===== config.mk =====
export PLATFORM = sky130hd
export DESIGN_NAME = periph_refclk_gen
export DESIGN_NICKNAME = d
export VERILOG_FILES = /design/src/rtl/periph_refclk_gen.sv
export SDC_FILE = /design/constraint.sdc
export NUM_CORES = 1
export LEC_CHECK = 0
export ABC_AREA = 1
export BUFFER_PORTS_ARGS = -buffer_cell sky130_fd_sc_hd__buf_2
export CORE_AREA = 2 2 126 128
export CTS_CLUSTER_DIAMETER = 150
export DETAILED_ROUTE_END_ITERATION = 8
export DIE_AREA = 0 0 128 130
export HOLD_SLACK_MARGIN = 0.05
export PLACE_DENSITY = 0.5
export SLEW_MARGIN = 10
export SYNTH_ARGS = -nofsm -noshare
export SYNTH_HDL_FRONTEND = slang
export SYNTH_SLANG_ARGS = --single-unit
export TNS_END_PERCENT = 1

===== constraint.sdc =====
create_clock -name clk -period 2 [get_ports clk]
set_input_delay 0.2 -clock clk [delete_from_list [all_inputs] [get_ports clk]]
set_output_delay 0.2 -clock clk [all_outputs]
set_load 0.03 [all_outputs]

===== src/rtl/periph_refclk_gen.sv =====
module periph_refclk_gen #(
  parameter int          DIV_W    = 6,
  parameter int          MUL_W    = 7,
  parameter logic [31:0] CTRL_RST = 32'h0000_3F03,
  parameter logic [31:0] PLL_RST  = 32'h0001_A008
) (
  input  logic        clk,
  input  logic        rst_n,
  input  logic        ref_tick,
  input  logic        cfg_we,
  input  logic [1:0]  cfg_sel,
  input  logic [31:0] cfg_wdata,
  output logic        tick_out0,
  output logic        tick_out1
);

  localparam int DIV_LSB = 8;
  localparam int SEL_LSB = 4;
  localparam int MUL_LSB = 12;
  localparam int BYP_BIT = 4;
  localparam int RST_BIT = 0;
  localparam int PD_BIT  = 1;
  localparam int NPLL    = 3;
  localparam int CW      = MUL_W + 1;
  localparam int MUL_MAX = 1 << MUL_W;

  logic [31:0]      ctrl_q;
  logic [NPLL-1:0]  pll_tick;
  logic             src_tick;
  logic [DIV_W-1:0] div_f, div_eff, div_cnt;
  logic             div_last, hit, ctrl_wr;
  logic             p0_q, p1_q;

  assign ctrl_wr = cfg_we && (cfg_sel == 2'd0);

  always_ff @(posedge clk or negedge rst_n)
    if (!rst_n)       ctrl_q <= CTRL_RST;
    else if (ctrl_wr) ctrl_q <= cfg_wdata;

  for (genvar g = 0; g < NPLL; g++) begin : g_pll
    logic [31:0]      word_q;
    logic [CW-1:0]    burst_q;
    logic [MUL_W-1:0] mul_f;
    logic [CW-1:0]    mul_eff;
    logic             byp, stop;

    assign byp     = word_q[BYP_BIT];
    assign stop    = word_q[RST_BIT] | word_q[PD_BIT];
    assign mul_f   = word_q[MUL_LSB +: MUL_W];
    assign mul_eff = (mul_f == '0) ? CW'(MUL_MAX) : {1'b0, mul_f};

    always_ff @(posedge clk or negedge rst_n)
      if (!rst_n) begin
        word_q  <= PLL_RST;
        burst_q <= '0;
      end else begin
        if (cfg_we && cfg_sel == 2'(g + 1)) word_q <= cfg_wdata;
        if (byp || stop)          burst_q <= '0;
        else if (ref_tick)        burst_q <= mul_eff;
        else if (burst_q != '0)   burst_q <= burst_q - 1'b1;
      end

    assign pll_tick[g] = byp ? ref_tick : (!stop && burst_q != '0);

    AST_STOPPED_PLL_SILENT: assert property (@(posedge clk) disable iff (!rst_n)
      (!byp && stop) |=> (burst_q == '0));
    AST_BURST_BOUND: assert property (@(posedge clk) disable iff (!rst_n)
      burst_q <= CW'(MUL_MAX));
  end

  always_comb
    case (ctrl_q[SEL_LSB +: 2])
      2'd0, 2'd1: src_tick = pll_tick[0];
      2'd2:       src_tick = pll_tick[1];
      default:    src_tick = pll_tick[2];
    endcase

  assign div_f    = ctrl_q[DIV_LSB +: DIV_W];
  assign div_eff  = (div_f == '0) ? DIV_W'(1) : div_f;
  assign div_last = (div_cnt == div_eff - 1'b1);
  assign hit      = src_tick && div_last;

  always_ff @(posedge clk or negedge rst_n)
    if (!rst_n) begin
      div_cnt <= '0;
      p0_q    <= 1'b0;
      p1_q    <= 1'b0;
    end else if (ctrl_wr) begin
      div_cnt <= '0;
      p0_q    <= 1'b0;
      p1_q    <= 1'b0;
    end else begin
      if (src_tick) div_cnt <= div_last ? '0 : div_cnt + 1'b1;
      p0_q <= hit && ctrl_q[0];
      p1_q <= hit && ctrl_q[1];
    end

  assign tick_out0 = p0_q;
  assign tick_out1 = p1_q;

  AST_CNT_BELOW_DIV: assert property (@(posedge clk) disable iff (!rst_n)
    div_cnt < div_eff);
  AST_OUT0_NEEDS_ENABLE: assert property (@(posedge clk) disable iff (!rst_n)
    tick_out0 |-> $past(ctrl_q[0]));
  AST_OUT1_NEEDS_ENABLE: assert property (@(posedge clk) disable iff (!rst_n)
    tick_out1 |-> $past(ctrl_q[1]));
  AST_WRITE_RESTARTS: assert property (@(posedge clk) disable iff (!rst_n)
    ctrl_wr |=> (div_cnt == '0 && !tick_out0 && !tick_out1));
  AST_PULSE_NEEDS_SOURCE: assert property (@(posedge clk) disable iff (!rst_n)
    (tick_out0 || tick_out1) |-> $past(src_tick));

endmodule


==> reports/qor.csv, run 1 <==
stage,metric,value,unit
outcome,status,completed,
clock_tree,clk_lat worst skew,0.34,ns
grt,initial antenna violation count,0,
grt,Total Routing Usage GR,11.2,%
run,MaxCap Viol Count,0,
floorplan,Starting Density,24.5,%
setup_path,type of destination of the critical path,register,
floorplan,Chip Height,130,um
drt,vias per inst,4.56,
synth,Synth Instances,471,
setup_path,"delay-heaviest family, CP",simple AND/OR/NAND/NOR gates,
grt,largest net degree at the start of global routing,73,
setup_path,Crit path buffers/inverters,1,
synth,Synth Flop Type,dfrtp_1,
layout,Post-layout nets,549,
layout,Layout fillers,1681,
layout,final non-filler cell total,700,
drt,number of remaining DRC errors,0,
layout,layout cells sized above 1,20.1,%
setup_path,Startpoint Class,register,
drt,DR iter-0 viols,153,
setup_path,delay of the slowest critical-path stage,0.56,ns
clock_tree,CTS tree,yes,
synth,"count leader, synth",nand2_1,
floorplan,Core Area,0.0154,sq mm
hold_path,Min-Delay Path Class,in2reg,
floorplan,DIE AREA,0.0166,sq mm
synth,Yosys top cell area share,36.4,%
placed_design,post-detail-place hpwl,6220,um
placed_design,placed insts,680,
sta,min setup slack post-route,0.111,ns
pwr,P_sw,0.00189,W
setup_path,CP Max Fanout,2,
sta,Clock Skew,0.00911,ns
synth,leading area contributor after synthesis,dfrtp_1,
pwr,clock share of power,32.3,%
sta,fin crit share,94.5,%
synth,Avg Inst Size Synth,8.03,sq um
synth,post-synth cell types,33,
sta,final setup vio count,0,
pwr,P_leak,2.15,nW
sta,Tmin final,1.89,ns
synth,largest cells by area after synthesis,"dfrtp_1 36%, dfstp_2 12%, nand2_1 9.9%",
clock_tree,# H-tree levels,3,
sta,max-slew violations,0,
drt,DR pass1 iterations,4,
synth,synth warn,0,
layout,Layout area overhead,21.4,%
drt,DRT antenna net count,0,
pwr,Pwr Density,1180,mW/mm^2
grt,vias in the first global route,3085,
pwr,Pint,0.00354,W
clock_tree,Clk Tree Root Cell,clkbuf_16,
clock_tree,CTS Sinks,72,
pwr,Combinational Power Share,30.7,%
sta,highest clock rate,0.529,GHz
synth,post-synthesis sequential area ratio,48.2,%
setup_path,type of the worst setup path,reg2reg,
sta,Slew HR,55.3,%
clock_tree,TritonCTS Buffers,9,
synth,commonest cells in the netlist,"100 x nand2_1, 55 x dfrtp_1, 53 x o21ai_0",
clock_tree,clock buffer depth,2,
placed_design,GPL Wtd Cong,0.768,
synth,Mapped Nets,517,
grt,total grt overflow,0,
grt,first-pass GRT wire length,14900,um
setup_path,critical path data arrival time,2.16,ns
drt,"wirelength, routed",8920,um
synth,Post-synth EDFFs,0,
pwr,Sequential Power Share,37.1,%
layout,n_diodes,0,
placed_design,pre-CTS WS,0.00782,ns
synth,"FF+latch count, synth",72,
sta,Hold Fails Final Rpt,0,
drt,routed wire length per instance,12.7,um
floorplan,I/O Pins,40,
drt,via count,3195,
setup_path,Critical-path top delay cell,dfstp_2,
pwr,Max VDD drop,553,uV
setup_path,CP required,2.27,ns
placed_design,input/output buffers,22,
floorplan,Rows,46,
clock_tree,clock slew at reported path FFs,0.06,ns
sta,slew of the pin with the lowest slew margin,0.669,ns
setup_path,CP cell instances,nor2_4 -> nand3b_4 -> nand2_4 -> inv_2 -> ha_4 -> xor2_2 -> nand3_2 -> nor2_4 -> nand3_2 -> nor2_2 -> nand2_1 -> nor2_1,
pwr,Switching Fraction,34.8,%
floorplan,Die Span X,128,um
synth,Mapped Area,0.00378,sq mm
synth,Post-synth ARST share,100,%
sta,Fin Hold WS,0.0694,ns
-- routing by layer --
metal,GRT usage [%],up-vias,wire (um)
li1,-,1608,-
met2,17.4,66,4020
met4,2.84,0,91
met3,3.24,9,326
met5,0,-,0
met1,15.6,1512,4490
-- cells in the final DEF, fill, tap and decap left out, types with 3 or more instances in the layout --
master,n
nor3_1,9
nor4_1,3
o21ai_1,10
nor2_1,37
buf_2,22
clkbuf_16,9
nand3_1,43
o22ai_1,6
nand3_2,3
dfstp_2,17
nand2_2,3
inv_1,46
inv_2,10
nor2_2,5
nand4_1,4
nand2_1,98
buf_4,10
o21ai_0,53
xor2_1,6
nor2_4,3
ha_1,7
xnor2_1,3
dfrtp_1,55
a21oi_1,19
-- worst min-delay path, delay by kind of cell --
| kind | cells | cell delay (ns) |
|---|---|---|
| simple gates | 1 | 0.04 |
| buf+inv | 1 | 0.07 |
| compound gates | 1 | 0.06 |
-- metrics by stage --
stage | TNS, ns | utilization (%) | cell area [sq um] | total power [W]
after global placement | 0 | 27.0 | 4160 | 0.00355
after CTS | 0 | 29.2 | 4500 | 0.00538
final | 0 | 29.8 | 4590 | 0.00543
after global routing | -0.0270 | 29.8 | 4590 | 0.00582
after floorplan | 0 | - | 3780 | 0.00317
after detailed placement | 0 | 27.0 | 4160 | 0.00358
-- logic make-up (layout without fill, tap and decap cells) --
family	after synthesis	after routing	synth area share, %
AOI/OAI and AO/OA	96	96	14.1
xor gates and xnor gates	10	10	2.32
adders and majority gates	8	8	2.65
buffers and inverters	70	107	7.28
DFF	72	72	48.2
and+or+nand+nor	215	215	25.5
-- timing repair --
| item | 4_1_cts | 5_1_grt |
|---|---|---|
| endpoints found under the hold margin | 55 | 0 |
| setup buffers | 0 | 3 |
| hold buffers | 1 | 0 |
| cloned | 0 | 0 |
| setup endpoints to repair | 1 | 8 |
| pin swaps | 1 | 7 |
| gates resized for setup | 1 | 16 |
-- final cells by class --
cell class	instances	area, sq um	share of cell area (%)
Inverter	56	210	4.58
Multi-Input combinational cell	329	1760	38.3
Clock inverter	5	80.1	1.74
Timing Repair Buffer	35	235	5.12
Clock buffer	11	243	5.29
Tap cell	192	240	5.23
Sequential cell	72	1820	39.7
-- power by group through the flow --
| stage | sequential [W] | combinational (W) | clock [W] |
|---|---|---|---|
| finish | 0.00201 | 0.00167 | 0.00175 |
| floorplan | 0.00197 | 0.00120 | 0 |
| global route | 0.00205 | 0.00190 | 0.00186 |
| global placement | 0.00202 | 0.00153 | 0 |
| detailed placement | 0.00203 | 0.00156 | 0 |
| CTS | 0.00201 | 0.00158 | 0.00180 |
-- registers in the layout, indices dropped and copies added, names as in the netlist --
| name | count |
|---|---|
| tick_out0 | 1 |
| tick_out1 | 1 |
| g_pll.word_q | 30 |
| div_cnt | 6 |
| ctrl_q | 10 |
| g_pll.burst_q | 24 |
-- path summary, 6_finish.rpt --
kind	start	to	slack [ns]	cells past startpoint
max in group asynchronous	rst_n	g_pll[1].word_q[13]	1.23	3
hold reg to reg	ctrl_q[1]	tick_out1	0.49	2
setup / recovery	ctrl_q[9]	tick_out1	0.11	12
setup reg to reg	ctrl_q[9]	tick_out1	0.11	12
min in group asynchronous	rst_n	g_pll[0].burst_q[4]	0.42	3
hold / removal	cfg_wdata[9]	ctrl_q[9]	0.07	3
(Power assumes the default switching activity.)
==> run 2, diff against run 1 <==
--- a/config.mk
+++ b/config.mk
@@ -6,11 +6,12 @@
 export NUM_CORES = 1
 export LEC_CHECK = 0
 export ABC_AREA = 1
-export BUFFER_PORTS_ARGS = -buffer_cell sky130_fd_sc_hd__buf_2
-export CORE_AREA = 2 2 126 128
+export ABC_CLOCK_PERIOD_IN_PS = 2000
+export BUFFER_PORTS_ARGS = -buffer_cell sky130_fd_sc_hd__clkbuf_2
+export CORE_AREA = 2 2 107 151
 export CTS_CLUSTER_DIAMETER = 150
 export DETAILED_ROUTE_END_ITERATION = 8
-export DIE_AREA = 0 0 128 130
+export DIE_AREA = 0 0 109 153
 export HOLD_SLACK_MARGIN = 0.05
 export PLACE_DENSITY = 0.5
 export SLEW_MARGIN = 10
==> reports/qor.csv, run 2 (synthesis results as in run 1) <==
stage,metric,value,unit
placed_design,GPL Wtd Cong,0.757,
sta,Fin Hold WS,0.0721,ns
placed_design,input/output buffers,22,
setup_path,type of the worst setup path,reg2reg,
layout,max reg flops,30,
floorplan,Starting Density,24.6,%
layout,layout cells sized above 1,20.3,%
floorplan,Chip Height,153,um
clock_tree,CTS tree,yes,
grt,largest net degree at the start of global routing,46,
layout,Post-layout nets,553,
drt,DR pass1 iterations,4,
clock_tree,Clk Tree Root Cell,clkbuf_16,
sta,max-slew violations,0,
drt,DRT antenna net count,0,
drt,number of remaining DRC errors,0,
drt,DR iter-0 viols,153,
layout,Biggest register,g_pll.word_q,
setup_path,type of destination of the critical path,register,
placed_design,placed inst area,0.00418,sq mm
setup_path,Startpoint Class,register,
hold_path,sink of the worst hold path,ctrl_q[11],
layout,n_diodes,0,
hold_path,Min-Delay Path Class,in2reg,
setup_path,R2R Path Start,ctrl_q[10],
drt,routed wire length per instance,12.9,um
placed_design,post-detail-place hpwl,6690,um
sta,final setup vio count,0,
layout,top flop regs,"g_pll.word_q: 30 flops, g_pll.burst_q: 24 flops, ctrl_q: 10 flops",
placed_design,pre-CTS WS,-0.0324,ns
sta,fin crit share,94.2,%
floorplan,DIE AREA,0.0167,sq mm
floorplan,Core Area,0.0153,sq mm
sta,Tmin final,1.88,ns
sta,Slew HR,57.1,%
outcome,status,completed,
sta,Fin Setup TNS,0,ns
pwr,P_leak,2.19,nW
layout,"commonest non-fill, non-tap cells in the layout","99 x nand2_1, 55 x dfrtp_1, 53 x o21ai_0",
grt,first-pass GRT wire length,15500,um
sta,Hold Fails Final Rpt,0,
grt,vias in the first global route,3193,
run,MaxCap Viol Count,0,
grt,Total Routing Usage GR,11.9,%
sta,highest clock rate,0.531,GHz
layout,Layout area overhead,22.6,%
sta,Clock Skew,0.00672,ns
clock_tree,clock buffer depth,2,
drt,"wirelength, routed",9150,um
setup_path,CP required,2.27,ns
drt,vias per inst,4.45,
hold_path,hold path cells,3,
drt,via count,3152,
layout,multi-input logic area,0.00174,sq mm
floorplan,Rows,54,
layout,Reg area,0.00182,sq mm
setup_path,critical path data arrival time,2.15,ns
clock_tree,CTS Sinks,72,
setup_path,R2R cell count,12,
layout,"commonest non-fill, non-tap cell in the layout",nand2_1,
floorplan,I/O Pins,40,
floorplan,Die Span X,109,um
setup_path,FF-to-FF End,tick_out1,
pwr,Max VDD drop,441,uV
pwr,Pwr Density,1200,mW/mm^2
sta,slew of the pin with the lowest slew margin,0.642,ns
layout,Layout fillers,1639,
hold_path,hold_sp,cfg_wdata[11],
clock_tree,# H-tree levels,3,
grt,initial antenna violation count,0,
grt,total grt overflow,0,
clock_tree,clock slew at reported path FFs,0.06,ns
clock_tree,clk_lat worst skew,0.34,ns
setup_path,R2R setup slack,0.12,ns
sta,min setup slack post-route,0.117,ns
layout,"final std cell area, no fill",0.00463,sq mm
clock_tree,TritonCTS Buffers,9,
layout,fin util,30.2,%
setup_path,CP Max Fanout,3,
-- run 2: changes by cell type in the layout (fill, tap and decap cells not counted), sizes merged --
cell	delta
buf	-17
clkbuf	+21
clkinvlp	-1
bufinv	+1
-- run 2: worst max-delay path, stage by stage (launching register included) --
cell,delay [ns]
dfstp_2,0.57
nor2_4,0.06
nand3b_4,0.08
nand2_2,0.06
inv_2,0.06
ha_4,0.19
xor2_1,0.18
nand3_2,0.10
nor2_4,0.13
nand3_2,0.09
nor2_2,0.12
nand2_1,0.07
nor2_1,0.10
-- run 2: layout make-up --
class	count	share of cell area [%]
sequential	72	39.3
multi-input combinational	329	37.6
timing repair buffer	39	5.51
clock buffer	11	5.46
tap	196	5.29
inverter	56	4.54
clock inverter	5	2.21
-- run 2: worst max path at each step --
stage,end,slack (ns),cells after the start,startpoint
final,tick_out1,0.12,12,ctrl_q[10]
after global placement,div_cnt[4],0.01,11,ctrl_q[11]
after floorplan,div_cnt[0],0.19,11,ctrl_q[9]
after detailed placement,div_cnt[1],-0.03,11,ctrl_q[11]
after CTS,div_cnt[5],0.02,11,ctrl_q[11]
after global routing,tick_out1,-0.05,12,ctrl_q[10]
-- run 2: routing by layer --
| metal | wire (um) | GRT usage [%] |
|---|---|---|
| met1 | 4170 | 15.3 |
| met2 | 4600 | 19.2 |
| met3 | 262 | 2.43 |
| met4 | 121 | 4.64 |
| met5 | 0 | 0 |
-- run 2: timing repair --
| action | 4_1_cts | 5_1_grt |
|---|---|---|
| setup buffers | 0 | 3 |
| gates resized for setup | 1 | 12 |
| hold buffers | 1 | 0 |
| endpoints found under the hold margin | 30 | 0 |
| pin swaps | 0 | 8 |
| endpoints found under the setup margin | 8 | 8 |
-- run 2: power by group --
group	internal, W	leakage (nW)	switching [W]
clock network	0.00128	0.172	0.000626
logic	0.000640	1.12	0.00100
registers	0.00177	0.896	0.000247
-- run 2: per-stage QoR --
stage / instances / total power (W)
6_report: 708 / 0.00557
5_1_grt: 708 / 0.00598
4_1_cts: 705 / 0.00554
2_1_floorplan: 471 / 0.00317
3_3_place_gp: 688 / 0.00356
3_5_place_dp: 688 / 0.00360
==> run 3, diff against run 2 <==
--- a/config.mk
+++ b/config.mk
@@ -6,14 +6,14 @@
 export NUM_CORES = 1
 export LEC_CHECK = 0
 export ABC_AREA = 1
-export ABC_CLOCK_PERIOD_IN_PS = 2000
+export ABC_CLOCK_PERIOD_IN_PS = 1700
 export BUFFER_PORTS_ARGS = -buffer_cell sky130_fd_sc_hd__clkbuf_2
 export CORE_AREA = 2 2 107 151
 export CTS_CLUSTER_DIAMETER = 150
 export DETAILED_ROUTE_END_ITERATION = 8
 export DIE_AREA = 0 0 109 153
 export HOLD_SLACK_MARGIN = 0.05
-export PLACE_DENSITY = 0.5
+export PLACE_DENSITY = 0.51
 export SLEW_MARGIN = 10
 export SYNTH_ARGS = -nofsm -noshare
 export SYNTH_HDL_FRONTEND = slang
==> constraint.sdc (replaced) <==
create_clock -name clk -period 1.7 [get_ports clk]
set_input_delay 0.17 -clock clk [delete_from_list [all_inputs] [get_ports clk]]
set_output_delay 0.17 -clock clk [all_outputs]
set_load 0.03 [all_outputs]
==> reports/qor.csv, run 3 (synthesis results as in run 1) <==
stage,metric,value,unit
sta,Tmin final,1.89,ns
sta,final setup vio count,8,
setup_path,type of the worst setup path,reg2reg,
setup_path,Critical-path top delay cell,dfstp_2,
clock_tree,Clk Tree Root Cell,clkbuf_16,
drt,DRT antenna net count,0,
layout,"commonest non-fill, non-tap cell in the layout",nand2_1,
drt,vias per inst,4.45,
run,MaxCap Viol Count,0,
placed_design,post-detail-place hpwl,6560,um
layout,"commonest non-fill, non-tap cells in the layout","98 x nand2_1, 55 x dfrtp_1, 53 x o21ai_0",
drt,via count,3158,
clock_tree,TritonCTS Buffers,9,
pwr,P_leak,2.17,nW
setup_path,Startpoint Class,register,
layout,Biggest register,g_pll.word_q,
floorplan,Starting Density,24.6,%
sta,max-slew violations,0,
clock_tree,CTS tree,yes,
hold_path,Min-Delay Path Class,in2reg,
clock_tree,# H-tree levels,3,
floorplan,Rows,54,
sta,fin crit share,111,%
placed_design,placed inst area,0.00425,sq mm
drt,DR pass1 iterations,4,
sta,Hold Fails Final Rpt,0,
layout,max reg flops,30,
pwr,Sequential Power Share,38.2,%
outcome,failing checks,negative setup slack,
placed_design,input/output buffers,22,
pwr,Combinational Power Share,30.9,%
layout,fin util,29.9,%
clock_tree,clk_lat worst skew,0.33,ns
layout,Layout area overhead,21.5,%
setup_path,critical path data arrival time,2.11,ns
setup_path,Crit path buffers/inverters,2,
sta,Fin Setup TNS,-1.25,ns
grt,total grt overflow,0,
clock_tree,clock slew at reported path FFs,0.06,ns
drt,number of remaining DRC errors,0,
layout,top flop regs,"g_pll.word_q: 30 flops, g_pll.burst_q: 24 flops, ctrl_q: 10 flops",
floorplan,Chip Height,153,um
floorplan,Core Area,0.0153,sq mm
floorplan,Die Span X,109,um
grt,Total Routing Usage GR,11.3,%
pwr,clock share of power,30.9,%
pwr,Pint,0.00406,W
grt,initial antenna violation count,0,
setup_path,CP cell instances,nor2_4 -> nand3b_4 -> nand2_2 -> inv_2 -> ha_4 -> xor2_1 -> nand3_1 -> nor2_2 -> buf_4 -> nand4_4 -> nand3_1 -> nand2_1,
layout,layout cells sized above 1,19.8,%
setup_path,crit-path most repeated cell,nand3_1,
layout,n_diodes,0,
drt,"wirelength, routed",8770,um
drt,routed wire length per instance,12.3,um
setup_path,delay of the slowest critical-path stage,0.38,ns
sta,RSZ-0062 raised after global routing,yes,
sta,Slew HR,72.5,%
setup_path,CP Max Fanout,6,
setup_path,"delay-heaviest family, CP",simple AND/OR/NAND/NOR gates,
clock_tree,CTS Sinks,72,
sta,Clock Skew,0.00880,ns
grt,vias in the first global route,3201,
floorplan,I/O Pins,40,
sta,min setup slack post-route,-0.187,ns
grt,first-pass GRT wire length,15200,um
setup_path,type of destination of the critical path,register,
pwr,Switching Fraction,34.5,%
layout,"final std cell area, no fill",0.00459,sq mm
clock_tree,clock buffer depth,2,
floorplan,DIE AREA,0.0167,sq mm
placed_design,placed insts,691,
placed_design,GPL Wtd Cong,0.806,
outcome,status,finished with violations,
sta,highest clock rate,0.530,GHz
layout,final non-filler cell total,710,
pwr,Pwr Density,1350,mW/mm^2
sta,slew of the pin with the lowest slew margin,0.411,ns
setup_path,CP required,1.92,ns
pwr,Max VDD drop,487,uV
grt,largest net degree at the start of global routing,73,
drt,DR iter-0 viols,118,
pwr,P_sw,0.00214,W
layout,Post-layout nets,555,
run 3: worst min-delay path: stages:
cell	delay (ns)
clkbuf_2	0.08
nand2_1	0.05
o21ai_0	0.07
run 3: per-stage QoR:
stage                     setup WS (ns)  power [W]  hold WS (ns)
after floorplan                 -0.0155    0.00376        -0.126
after global placement           -0.147    0.00423         0.232
after detailed placement         -0.181    0.00427         0.235
after CTS                        -0.170    0.00625        0.0564
after global routing             -0.320    0.00665        0.0770
final                            -0.187    0.00620        0.0563
run 3: power groups by stage:
| stage | Sequential (W) | Clock [W] | Combinational [W] |
|---|---|---|---|
| CTS | 0.00237 | 0.00197 | 0.00192 |
| global route | 0.00242 | 0.00202 | 0.00221 |
| floorplan | 0.00232 | 0 | 0.00144 |
| finish | 0.00237 | 0.00191 | 0.00192 |
| global placement | 0.00238 | 0 | 0.00185 |
| detailed placement | 0.00239 | 0 | 0.00188 |
run 3: cell type report:
class / instances / area (sq um)
Multi-Input combinational cell: 329 / 1730
Inverter: 56 / 210
Tap cell: 196 / 245
Clock buffer: 13 / 260
Timing Repair Buffer: 41 / 283
Fill cell: 1619 / 10700
Clock inverter: 3 / 42.5
Sequential cell: 72 / 1820
run 3: timing repair:
action	CTS	global route
pin swaps	0	2
hold buffers	2	0
endpoints found under the hold margin	56	0
setup buffers	0	1
endpoints found under the setup margin	8	8
resized for setup	4	0
run 3: per-layer routing:
layer | part of all wire (%) | GRT usage, % | vias to the layer above
li1 | - | - | 1630
met3 | 2.5 | 1.96 | 13
met4 | 2.0 | 4.40 | 0
met1 | 45 | 14.3 | 1481
met5 | 0 | 0 | -
met2 | 50 | 19.0 | 34
run 3: path summary, 6_finish.rpt:
kind                       depth (start not counted)                  end                 from  slack, ns
setup / recovery                                  12           div_cnt[0]           ctrl_q[10]      -0.19
hold / removal                                     3           ctrl_q[10]        cfg_wdata[10]       0.06
setup reg to reg                                  12           div_cnt[0]           ctrl_q[10]      -0.19
hold reg to reg                                    2  g_pll[1].word_q[14]  g_pll[1].word_q[14]       0.49
max in group asynchronous                          3            ctrl_q[8]                rst_n       0.93
min in group asynchronous                          3  g_pll[2].word_q[17]                rst_n       0.38
